<file path="src/rtl/cfgp_pkg.sv">
package cfgp_pkg;
  localparam int unsigned DW   = 32;
  localparam int unsigned NB   = DW / 8;
  localparam int unsigned LW   = $clog2(NB);

  localparam logic [1:0] SZ_BYTE  = 2'd0;
  localparam logic [1:0] SZ_WORD  = 2'd1;
  localparam logic [1:0] SZ_DWORD = 2'd2;

  typedef struct packed {
    logic          write;
    logic          type1;
    logic [7:0]    bus;
    logic [7:0]    devfn;
    logic [5:0]    dwidx;
    logic [NB-1:0] be;
    logic [DW-1:0] wdata;
    logic [LW-1:0] lane;
    logic [1:0]    size;
  } cfg_req_t;
endpackage

</file>
<file path="src/rtl/cfgp_addr_reg.sv">
module cfgp_addr_reg
  import cfgp_pkg::*;
(
  input  logic          clk,
  input  logic          rst_n,
  input  logic          wr_en,
  input  logic [DW-1:0] wr_data,
  output logic [DW-1:0] addr_q
);
  always_ff @(posedge clk) begin
    if (!rst_n)     addr_q <= '0;
    else if (wr_en) addr_q <= {wr_data[DW-1:2], 2'b00};
  end
endmodule

</file>
<file path="src/rtl/cfgp_lane_enc.sv">
module cfgp_lane_enc
  import cfgp_pkg::*;
(
  input  logic [LW-1:0] offset,
  input  logic [1:0]    size,
  input  logic [DW-1:0] wdata,
  output logic          aligned,
  output logic [NB-1:0] be,
  output logic [DW-1:0] lane_wdata
);
  logic [DW-1:0] sized;

  always_comb begin
    aligned = 1'b0;
    be      = '0;
    sized   = '0;
    case (size)
      SZ_BYTE: begin
        aligned   = 1'b1;
        be        = NB'(1) << offset;
        sized[7:0] = wdata[7:0];
      end
      SZ_WORD: begin
        aligned     = ~offset[0];
        be          = NB'(3) << offset;
        sized[15:0] = wdata[15:0];
      end
      SZ_DWORD: begin
        aligned = (offset == '0);
        be      = '1;
        sized   = wdata;
      end
      default: aligned = 1'b0;
    endcase
    lane_wdata = sized << (8 * offset);
  end
endmodule

</file>
<file path="src/rtl/cfgp_lane_ext.sv">
module cfgp_lane_ext
  import cfgp_pkg::*;
(
  input  logic [LW-1:0] lane,
  input  logic [1:0]    size,
  input  logic [DW-1:0] lane_rdata,
  output logic [DW-1:0] rdata
);
  logic [DW-1:0] shifted;

  always_comb begin
    shifted = lane_rdata >> (8 * lane);
    rdata   = '0;
    for (int b = 0; b < NB; b++) begin
      if ((size == SZ_DWORD) || (b == 0) || (b == 1 && size == SZ_WORD))
        rdata[8*b +: 8] = shifted[8*b +: 8];
    end
  end
endmodule

</file>
<file path="src/rtl/cfgp_req_hold.sv">
module cfgp_req_hold
  import cfgp_pkg::*;
(
  input  logic     clk,
  input  logic     rst_n,
  input  logic     launch,
  input  cfg_req_t req_in,
  input  logic     ack,
  output logic     busy,
  output cfg_req_t req_q
);
  always_ff @(posedge clk) begin
    if (!rst_n) begin
      busy  <= 1'b0;
      req_q <= '0;
    end else if (!busy && launch) begin
      busy  <= 1'b1;
      req_q <= req_in;
    end else if (busy && ack) begin
      busy  <= 1'b0;
    end
  end

  // a waiting request keeps every field until acknowledged
  a_r8_hold_stable: assert property (@(posedge clk) disable iff (!rst_n)
    busy && !ack |=> busy && $stable(req_q));
endmodule

</file>
<file path="src/rtl/cfg_port_bridge.sv">
module cfg_port_bridge
  import cfgp_pkg::*;
#(
  parameter int unsigned IO_AW     = 16,
  parameter logic [IO_AW-1:0] ADDR_PORT = 16'hCF8,
  parameter logic [IO_AW-1:0] DATA_PORT = 16'hCFC
) (
  input  logic             clk,
  input  logic             rst_n,
  input  logic             io_valid,
  output logic             io_ready,
  input  logic             io_write,
  input  logic [IO_AW-1:0] io_addr,
  input  logic [1:0]       io_size,
  input  logic [DW-1:0]    io_wdata,
  output logic [DW-1:0]    io_rdata,
  output logic             cfg_valid,
  input  logic             cfg_ready,
  output logic             cfg_write,
  output logic             cfg_type1,
  output logic [7:0]       cfg_bus,
  output logic [7:0]       cfg_devfn,
  output logic [5:0]       cfg_reg,
  output logic [NB-1:0]    cfg_be,
  output logic [DW-1:0]    cfg_wdata,
  input  logic [DW-1:0]    cfg_rdata,
  input  logic             cfg_unclaimed
);
  localparam int unsigned PW = IO_AW - LW;

  logic [LW-1:0] offset;
  logic          hit_addr, hit_data, addr_dw_acc, cfg_acc;
  logic          aligned, busy, launch, addr_wr;
  logic [NB-1:0] enc_be;
  logic [DW-1:0] enc_wdata, addr_q, ext_rdata;
  cfg_req_t      req_new, req_q;

  assign offset      = io_addr[LW-1:0];
  assign hit_addr    = io_addr[IO_AW-1:LW] == ADDR_PORT[IO_AW-1:LW];
  assign hit_data    = io_addr[IO_AW-1:LW] == DATA_PORT[IO_AW-1:LW];
  assign addr_dw_acc = hit_addr && io_size == SZ_DWORD && offset == '0;
  assign cfg_acc     = hit_data && aligned && addr_q[DW-1];
  assign launch      = io_valid && cfg_acc;
  assign addr_wr     = io_valid && !busy && addr_dw_acc && io_write;

  cfgp_addr_reg u_addr (
    .clk(clk), .rst_n(rst_n), .wr_en(addr_wr), .wr_data(io_wdata), .addr_q(addr_q)
  );

  cfgp_lane_enc u_enc (
    .offset(offset), .size(io_size), .wdata(io_wdata),
    .aligned(aligned), .be(enc_be), .lane_wdata(enc_wdata)
  );

  always_comb begin
    req_new       = '0;
    req_new.write = io_write;
    req_new.bus   = addr_q[23:16];
    req_new.type1 = addr_q[23:16] != 8'd0;
    req_new.devfn = addr_q[15:8];
    req_new.dwidx = addr_q[7:2];
    req_new.be    = enc_be;
    req_new.wdata = enc_wdata;
    req_new.lane  = offset;
    req_new.size  = io_size;
  end

  cfgp_req_hold u_hold (
    .clk(clk), .rst_n(rst_n), .launch(launch), .req_in(req_new),
    .ack(cfg_ready), .busy(busy), .req_q(req_q)
  );

  cfgp_lane_ext u_ext (
    .lane(req_q.lane), .size(req_q.size), .lane_rdata(cfg_rdata), .rdata(ext_rdata)
  );

  assign cfg_valid = busy;
  assign cfg_write = req_q.write;
  assign cfg_type1 = req_q.type1;
  assign cfg_bus   = req_q.bus;
  assign cfg_devfn = req_q.devfn;
  assign cfg_reg   = req_q.dwidx;
  assign cfg_be    = req_q.be;
  assign cfg_wdata = req_q.wdata;

  always_comb begin
    if (busy) begin
      io_ready = cfg_ready;
      io_rdata = cfg_unclaimed ? '1 : ext_rdata;
    end else begin
      io_ready = io_valid && !cfg_acc;
      io_rdata = addr_dw_acc ? addr_q : '1;
    end
  end

  // partial accesses at the address port leave the register alone
  a_r3_partial_keeps_addr: assert property (@(posedge clk) disable iff (!rst_n)
    io_valid && io_ready && hit_addr && !addr_dw_acc |=> $stable(addr_q));
  // no request starts unless the enable bit was set
  a_r4_enable_gates_req: assert property (@(posedge clk) disable iff (!rst_n)
    $rose(cfg_valid) |-> $past(addr_q[DW-1]));
  // the I/O side is stalled while a request waits
  a_r8_io_stalled: assert property (@(posedge clk) disable iff (!rst_n)
    cfg_valid && !cfg_ready |-> !io_ready);
  // byte enables are one, two or four lanes
  a_r6_be_shape: assert property (@(posedge clk) disable iff (!rst_n)
    cfg_valid |-> ($countones(cfg_be) == 1 || cfg_be == 4'h3 || cfg_be == 4'hC || cfg_be == 4'hF));
  // request type follows the bus number
  a_r9_type_sel: assert property (@(posedge clk) disable iff (!rst_n)
    cfg_valid |-> cfg_type1 == (cfg_bus != 8'd0));
  // an unclaimed completion reads all ones
  a_r10_unclaimed_ones: assert property (@(posedge clk) disable iff (!rst_n)
    cfg_valid && cfg_ready && cfg_unclaimed |-> io_rdata == '1);
  // nothing pending in the cycle after reset
  a_r1_idle_after_reset: assert property (@(posedge clk)
    !rst_n |=> !cfg_valid);
endmodule

</file>
<file path="config.mk">
export PLATFORM = sky130hd
export DESIGN_NAME = cfg_port_bridge
export DESIGN_NICKNAME = d
export VERILOG_FILES = /design/src/rtl/cfgp_pkg.sv /design/src/rtl/cfgp_addr_reg.sv /design/src/rtl/cfgp_lane_enc.sv /design/src/rtl/cfgp_lane_ext.sv /design/src/rtl/cfgp_req_hold.sv /design/src/rtl/cfg_port_bridge.sv
export SDC_FILE = /design/constraint.sdc
export NUM_CORES = 1
export LEC_CHECK = 0
export ABC_AREA = 1
export BUFFER_PORTS_ARGS = -buffer_cell sky130_fd_sc_hd__buf_2
export CAP_MARGIN = 20
export CORE_MARGIN = 5
export CORE_UTILIZATION = 46
export CTS_CLUSTER_SIZE = 25
export DETAILED_ROUTE_END_ITERATION = 8
export HOLD_SLACK_MARGIN = 0.12
export PLACE_DENSITY_LB_ADDON = 0.2
export SETUP_SLACK_MARGIN = 0.05
export SLEW_MARGIN = 5
export SYNTH_ARGS = -nofsm -noshare
export SYNTH_HDL_FRONTEND = slang
export SYNTH_HIERARCHICAL = 1
export SYNTH_SLANG_ARGS = --single-unit
</file>
<file path="constraint.sdc">
create_clock -name clk -period 4.75 [get_ports clk]
set_input_delay 0.95 -clock clk [delete_from_list [all_inputs] [get_ports clk]]
set_output_delay 0.95 -clock clk [all_outputs]
set_load 0.005 [all_outputs]
</file>
### Yosys cells after proc, flatten, opt, wreduce, memory -nomap -nowiden

Index checks and enable logic that the tools add are counted.

| operators by class | value |
|---|---|
| bitwise logic cells | 1 |
| shift-type cells | 4 |
| multiplexer cells | 14 |
| reduce and logical (&&, ||, !) cells | 20 |
| eq/ne operators | 6 |

Operators with widths:

| kind | count |
|---|---|
| 2-to-1 mux 32 bit | 3 |
| 2-to-1 mux 8 bit | 5 |
| left shift 32 x 5 -> 32 bit | 1 |
| >> shifter 32 x 5 -> 32 bit | 1 |
| == test 14 x 10 -> 1 bit, second input constant | 2 |
| 2-to-1 mux 16 bit | 1 |
| one-hot mux 4 bit (3 select lines) | 1 |
| logical AND 1 bit | 11 |
| nonzero test 8 bit | 1 |
| == test 2 x 1 -> 1 bit, second input constant | 2 |
| == test 2 bit, second input constant | 2 |
| zero test 2 bit | 2 |
| left shift 1 x 2 -> 4 bit, first input constant | 1 |
| left shift 2 x 2 -> 4 bit, first input constant | 1 |
| 2-to-1 mux 1 bit | 3 |
| one-hot mux 1 bit (3 select lines) | 1 |
| OR reduction 3 bit | 1 |
| zero test 1 bit | 2 |
| nonzero test 2 bit | 1 |
| OR reduction 2 bit | 1 |
| logical OR 1 bit | 1 |
| inverter 1 bit | 1 |

| storage, ports and cells | value |
|---|---|
| register bits after elaboration | 95 |
| bits of input ports | 88 |
| word-level logic and storage cells | 56 |
| output and inout port bits | 94 |

### Logic depth before layout (Yosys ltp)

Gate-level depths: netlist of run 1.

| logic depth | value |
|---|---|
| word-level depth | 7 |
| depth in mapped cells | 15 |

### Modules after synthesis

The synthesis of run 1 kept the hierarchy.

By module, submodules not included:

| module | instances | area an instance (µm²) | seq. area each (µm²) | cells each |
|---|---|---|---|---|
| cfgp_req_hold | 1 | 2,916.5 | 1,301.2 | 419 |
| cfgp_addr_reg | 1 | 1,323.8 | 600.6 | 193 |
| cfg_port_bridge | 1 | 1,111.1 | 0.0 | 245 |
| cfgp_lane_enc | 1 | 919.6 | 0.0 | 175 |
| cfgp_lane_ext | 1 | 868.3 | 0.0 | 192 |

### Worst setup path after synthesis of run 1

No wires, ideal clock.

| timing path | value |
|---|---|
| kind | input -> output |
| start point | input port io_size[0] |
| end point | output port io_ready |
| slack | 1.811 ns |
| path buffers | 2 |
| data arrival time | 1.989 ns |
| stages | 11 |
| cells stage by stage | inv_1 ha_1 buf_4 buf_4 nand2_1 a21oi_1 nand4_1 nor2_1 nand3b_1 nand2_1 nand2_1 |

| between the ends | value |
|---|---|
| cells in the longest elaborated chain, start to end | 7 |

RTL lines:

| element | line | source |
|---|---|---|
| start: declaration | cfg_port_bridge.sv:14 | `input logic [1:0] io_size,` |
| == test 2 bit, or another cell as far along | cfgp_lane_enc.sv:17 | `case (size)` |
| one-hot mux 1 bit (3 select lines) (*) | cfgp_lane_enc.sv:17 |  |
| via aligned | cfg_port_bridge.sv:33 | `logic aligned, busy, launch, addr_wr;` |
| logical AND 1 bit (*) (2 in a row) | cfg_port_bridge.sv:42 | `assign cfg_acc = hit_data && aligned && addr_q[DW-1];` |
| zero test 1 bit (*) | cfg_port_bridge.sv:91 | `io_ready = io_valid && !cfg_acc;` |
| logical AND 1 bit (*) | cfg_port_bridge.sv:91 |  |
| 2-to-1 mux 1 bit (*) | cfg_port_bridge.sv:87 | `if (busy) begin` |
| end: declaration | cfg_port_bridge.sv:11 | `output logic io_ready,` |

The timed path passes the listed nets; every way through them passes the cells marked *.

### Final worst setup path of run 1

| timing path | value |
|---|---|
| start point | input port io_addr[0] |
| end point | output port io_rdata[15] |

| between the ends | value |
|---|---|
| cells in the longest elaborated chain, start to end | 4 |

RTL lines:

| element | line | source |
|---|---|---|
| start: declaration | cfg_port_bridge.sv:13 | `input logic [IO_AW-1:0] io_addr,` |
| zero test 2 bit | cfg_port_bridge.sv:41 | `assign addr_dw_acc = hit_addr && io_size == SZ_DWORD && offset == '0;` |
| logical AND 1 bit | cfg_port_bridge.sv:41 |  |
| 2-to-1 mux 32 bit | cfg_port_bridge.sv:92 | `io_rdata = addr_dw_acc ? addr_q : '1;` |
| 2-to-1 mux 32 bit | cfg_port_bridge.sv:87 |  |
| end: declaration | cfg_port_bridge.sv:16 | `output logic [DW-1:0] io_rdata,` |

Every way passes these cells.

==> results of run 1 <==
## layer usage
layer	vias to the layer above	track usage	wire length [um]
li1	3899	-	-
met1	3338	0.301	9680
met2	223	0.372	9760
met3	39	0.0496	1300
met4	2	0.0662	448
met5	-	0	7
## how the worst min path moves through the flow
stage,cells after the start,to,from
floorplan,2,u_addr/addr_q[24],u_addr/addr_q[24]
detailed placement,2,u_addr/addr_q[27],u_addr/addr_q[27]
global route,2,u_addr/addr_q[27],u_addr/addr_q[27]
finish,2,u_addr/addr_q[26],u_addr/addr_q[26]
CTS,2,u_addr/addr_q[27],u_addr/addr_q[27]
global placement,2,u_addr/addr_q[26],u_addr/addr_q[26]
## cell usage after synthesis, types with 2 or more instances
cell type,number,area (um2)
nand3_1,119,596
ha_1,5,62.6
nand3_2,19,190
nor2_8,3,60.1
nand4_1,34,213
buf_2,13,65.1
nor2_1,302,1130
nor4_1,2,12.5
nor2_4,4,45.0
nor2_2,14,87.6
dfxtp_1,95,1900
nand2_4,3,33.8
buf_8,5,75.1
buf_6,32,360
inv_2,5,18.8
clkbuf_1,8,30.0
buf_4,20,150
buf_1,2,7.51
a21oi_1,3,15.0
inv_1,168,631
nand2_2,4,25.0
nand2_1,352,1320
## registers in the layout, summed over array words and instances (netlist names)
signal / flops
u_hold/req_q: 64
u_hold/busy: 1
u_addr/addr_q: 30
## power by group through the flow
stage               combinational [W]  clock (W)  sequential [W]
finish                       0.000227   0.000768        0.000796
global route                 0.000256   0.000819        0.000796
CTS                          0.000224   0.000783        0.000796
detailed placement           0.000223          0        0.000814
global placement             0.000225          0        0.000814
floorplan                    0.000154          0        0.000814
## cells by family (layout without fill, tap and decap cells)
group,after synthesis,count (layout),share of synthesized area
AO/OA/AOI/OAI,6,6,0.00456
adder cells (fa/ha/maj),5,5,0.00876
buffers and inverters,257,382,0.193
flip-flops,95,95,0.266
other,1,3,0.000525
AND/OR/NAND/NOR,860,860,0.527
## metrics by stage
stage | total power, W | util
finish | 0.00179 | 0.528
global route | 0.00187 | 0.528
CTS | 0.00180 | 0.526
detailed placement | 0.00104 | 0.505
global placement | 0.00104 | 0.505
floorplan | 0.000968 | -
## area by class of cell
class / count / area share
Clock buffer: 10 / 0.0285
Timing Repair Buffer: 191 / 0.128
Clock inverter: 5 / 0.0104
Antenna cell: 1 / 0.000312
Inverter: 176 / 0.0835
Multi-Input combinational cell: 873 / 0.483
Sequential cell: 95 / 0.237
Tap cell: 188 / 0.0293
## tightest hold or removal path: stages (launching register included)
cell	delay (ps)
dfxtp_1	320
nor2_2	70
nor2_1	40
==> metrics.csv, run 1 <==
metric;value;unit
status;completed;
DR pass1 iterations;5;
crit-path cells;buf_2 -> nor2_1 -> nand2_1 -> nor2_4 -> nand4_1 -> nand2_1 -> inv_1 -> buf_2;
DR WL/cell;13.8;um
Crit path max-delay family;simple AND/OR/NAND/NOR gates;
sequential area share after synthesis;0.266;
CTS Buf Count;9;
endpoints failing hold;0;
WHS;468;ps
Syn Inst Count;1224;
layout cells sized above 1;0.196;
Yosys warning total;6;
die width;135;um
Reg area;1900;um2
most common cell after layout, fill and taps aside;nand2_1;
Clk pwr share;0.429;
Worst Clk Skew;10.4;ps
fmax;277;MHz
Seq cells post-synth;95;
endpoint type of the worst setup path;primary output;
worst stage delay on the critical path;550;ps
Critical-path top delay cell;nor2_4;
largest net degree at the start of global routing;66;
P_leak;4.07;nW
crit path DAT;2660;ps
multi-input combinational cell area;3880;um2
Startpoint Class;input port;
Core Box Area;15200;um2
Port Buffers;181;
final setup margin;1140;ps
Worst R2R End;u_addr/addr_q[6];
Rows;45;
setup TNS;0;ps
# fillers;1724;
latest clock arrival within the worst-skew pair;350;ps
CTS root buf;clkbuf_16;
crit-path max FO;33;
Final #Nets;1439;
CTS Hold Bufs;0;
DRT iter0 DRCs;618;
Area Overhead vs Synth;12.5;%
dpl cells;1521;
most frequent cells in the layout;nand2_1, nor2_1, buf_2, inv_1, nand3_1;
Worst Tran Pin Value;786;ps
Switch Pwr;0.000456;W
Ports;182;
ys async rst share;0;
grt ovf;0;
Tcrit/Tclk final;0.759;
syn avg cell area;5.83;um2
CP startpoint;io_addr[0];
total number of vias;7501;
vias per cell;4.87;
Tmin final;3610;ps
Placed Area;7680;um2
worst vdd ir;0.229;mV
CTS HTree Levels;3;
worst hold path type;reg -> reg;
commonest register cell after synthesis;dfxtp_1;
DR DRC count;0;
gpl congestion;0.928;
switching share of total power;0.255;
max-cap violation count;0;
total die area;18100;um2
mapped cell area;7140;um2
register-to-register setup slack;2610;ps
Final setup viols;0;
critical path class;in -> out;
post-route ant nets;0;
Comb pwr share;0.127;
CP Capture Point;io_rdata[15];
Cell Pwr Density;223;nW/um2
Worst path depth;8;
FF-to-FF path depth;7;
Setup Buffers After CTS;0;
CTS Buffer Depth;2;
CP Data Required Time;3800;ps
total clock sinks;95;
synth unique cells;34;
GR Util All Layers;0.227;
cts repair resizes;0;
EDFF count, synth;0;
number of global-route vias before repair;6873;
Final Non-Filler Cells;1539;
dpl ws;1180;ps
Worst-path clk slew;70;ps
Final HPWL DP;15900;um
Crit path buffers/inverters;3;
max_slew headroom;0.476;
RSZ-0062 raised after global routing;false;
initial antenna violation count;1;
Die H;135;um
r2r startpoint;u_hold/busy;
Post-Layout Inst Area;8030;um2
Int Pwr;0.00134;W
first-pass GRT wire length;33700;um
sequential fraction of design power;0.444;
wirelength, routed;21200;um
fin. max-slew vios;0;
CTS tree;built;
initial core utilization;0.470;
(Power assumes the default switching activity.)
==> run 2: changes to the inputs <==
Clock period 4.75 ns to 3.5 ns, I/O delays scaled along.
==> metrics.csv, run 2 (synthesis results as in run 1) <==
metric;value;unit;change
status;completed;;
DR DRC count;0;;unchanged
critical path class;reg -> out;;
Tmin final;2960;ps;
worst vdd ir;0.275;mV;+20%
Die H;135;um;unchanged
CTS Buf Count;9;;unchanged
number of global-route vias before repair;6824;;-0.71%
post-route ant nets;0;;unchanged
cts repair resizes;0;;unchanged
crit path DAT;2260;ps;-400 ps
dpl cells;1530;;+0.59%
GR Util All Layers;0.230;;+0.00279
Setup Buffers After CTS;0;;unchanged
die width;135;um;unchanged
Worst Clk Skew;6.61;ps;-3.81 ps
CTS Hold Bufs;0;;unchanged
most frequent cells in the layout;nand2_1, nor2_1, buf_2, inv_1, nand3_1;;
total clock sinks;95;;unchanged
fin. max-slew vios;0;;unchanged
P_leak;4.11;nW;+0.98%
wirelength, routed;21300;um;+0.50%
max_slew headroom;0.374;;-0.102
vias per cell;4.87;;-0.12%
# fillers;1666;;-3.4%
Ant. Diodes;0;;-1
most common cell after layout, fill and taps aside;nand2_1;;
Tcrit/Tclk final;0.845;;
dpl ws;630;ps;-551 ps
largest net degree at the start of global routing;96;;+45%
RSZ-0062 raised after global routing;false;;
final setup margin;541;ps;-603 ps
Ports;182;;unchanged
Largest Register;u_hold/req_q;;
latest clock arrival within the worst-skew pair;350;ps;about the same
Core Util, Final;0.530;;+0.00189
WHS;464;ps;-3.77 ps
Core Box Area;15200;um2;unchanged
DR pass1 iterations;5;;unchanged
Final #Nets;1446;;+0.49%
CTS root buf;clkbuf_16;;
Final Non-Filler Cells;1546;;+0.45%
initial core utilization;0.470;;unchanged
first-pass GRT wire length;34100;um;+1.3%
largest registers;u_hold/req_q (64), u_addr/addr_q (30), u_hold/busy (1);;
endpoints failing hold;0;;unchanged
layout cells sized above 1;0.201;;+0.00548
total die area;18100;um2;unchanged
Startpoint Class;flip-flop;;
worst hold path type;reg -> reg;;
max FFs per register;64;;unchanged
fmax;338;MHz;
grt ovf;0;;unchanged
DRT iter0 DRCs;792;;+28%
Final HPWL DP;15900;um;about the same
CTS Buffer Depth;2;;unchanged
setup TNS;0;ps;unchanged
CTS tree;built;;
endpoint type of the worst setup path;primary output;;
Worst Tran Pin Value;940;ps;+153 ps
CTS HTree Levels;3;;unchanged
max-cap violation count;0;;unchanged
total number of vias;7526;;+0.33%
Rows;45;;unchanged
Port Buffers;181;;unchanged
gpl congestion;0.912;;-1.8%
Area Overhead vs Synth;12.9;%;
Final setup viols;0;;unchanged
initial antenna violation count;0;;-1
crit-path max FO;18;;-45%
DR WL/cell;13.8;um;about the same
Worst-path clk slew;70;ps;about the same
Cell Pwr Density;307;nW/um2;+38%
CP Data Required Time;2800;ps;-1000 ps
## run 2: changes by cell type in the layout (fill, tap and decap cells not counted)
cell and change:
clkbuf_8 +1, buf_12 -3, inv_6 +2, clkinv_4 -1, clkinvlp_4 -1, diode_2 -1
buf_4 +10, clkinv_2 +1, clkbuf_1 -1
## run 2: path summary, 6_finish.rpt
kind	startpoint	endpoint	slack, ps	cells past startpoint
setup reg to reg	u_hold/busy	u_hold/req_q[55]	1510	5
setup / recovery	u_hold/req_q[2]	io_rdata[15]	540	9
hold / removal	u_addr/addr_q[30]	u_addr/addr_q[30]	460	2
hold reg to reg	u_addr/addr_q[30]	u_addr/addr_q[30]	460	2
## run 2: layer usage
layer	global-route usage	wire length, um
met1	0.308	9670
met2	0.378	9820
met3	0.0574	1530
met4	0.0447	282
met5	0	0
## run 2: power by group
| part | switching (W) | internal [W] | leakage [nW] | total (W) |
|---|---|---|---|---|
| clock network | 0.000435 | 0.000649 | 0.159 | 0.00108 |
| registers | 0.000000000822 | 0.00108 | 0.765 | 0.00108 |
| logic | 0.000203 | 0.000108 | 3.19 | 0.000310 |
## run 2: area by class of cell
| class | count | area [um2] | area share |
|---|---|---|---|
| clock buffers | 10 | 239 | 0.0296 |
| clock inverters | 6 | 90.1 | 0.0112 |
| inverters | 176 | 671 | 0.0832 |
| multi-input cells | 873 | 3880 | 0.481 |
| flip-flops and latches | 95 | 1900 | 0.236 |
| well taps | 188 | 235 | 0.0292 |
| repair buffers | 198 | 1050 | 0.130 |
## run 2: through the flow
stage	power [W]	instance area, um2
floorplan	0.00131	7140
global placement	0.00141	7730
detailed placement	0.00141	7730
CTS	0.00249	8060
global route	0.00258	8060
finish	0.00247	8060
## run 2: worst max-delay path, cell delays in order, from the launching register on
cell	delay, ps
dfxtp_1	820
buf_4	340
nor2_1	70
nor2_1	160
nor2_1	70
nor2_1	80
nand2_1	60
nand2_1	140
inv_1	40
buf_2	120
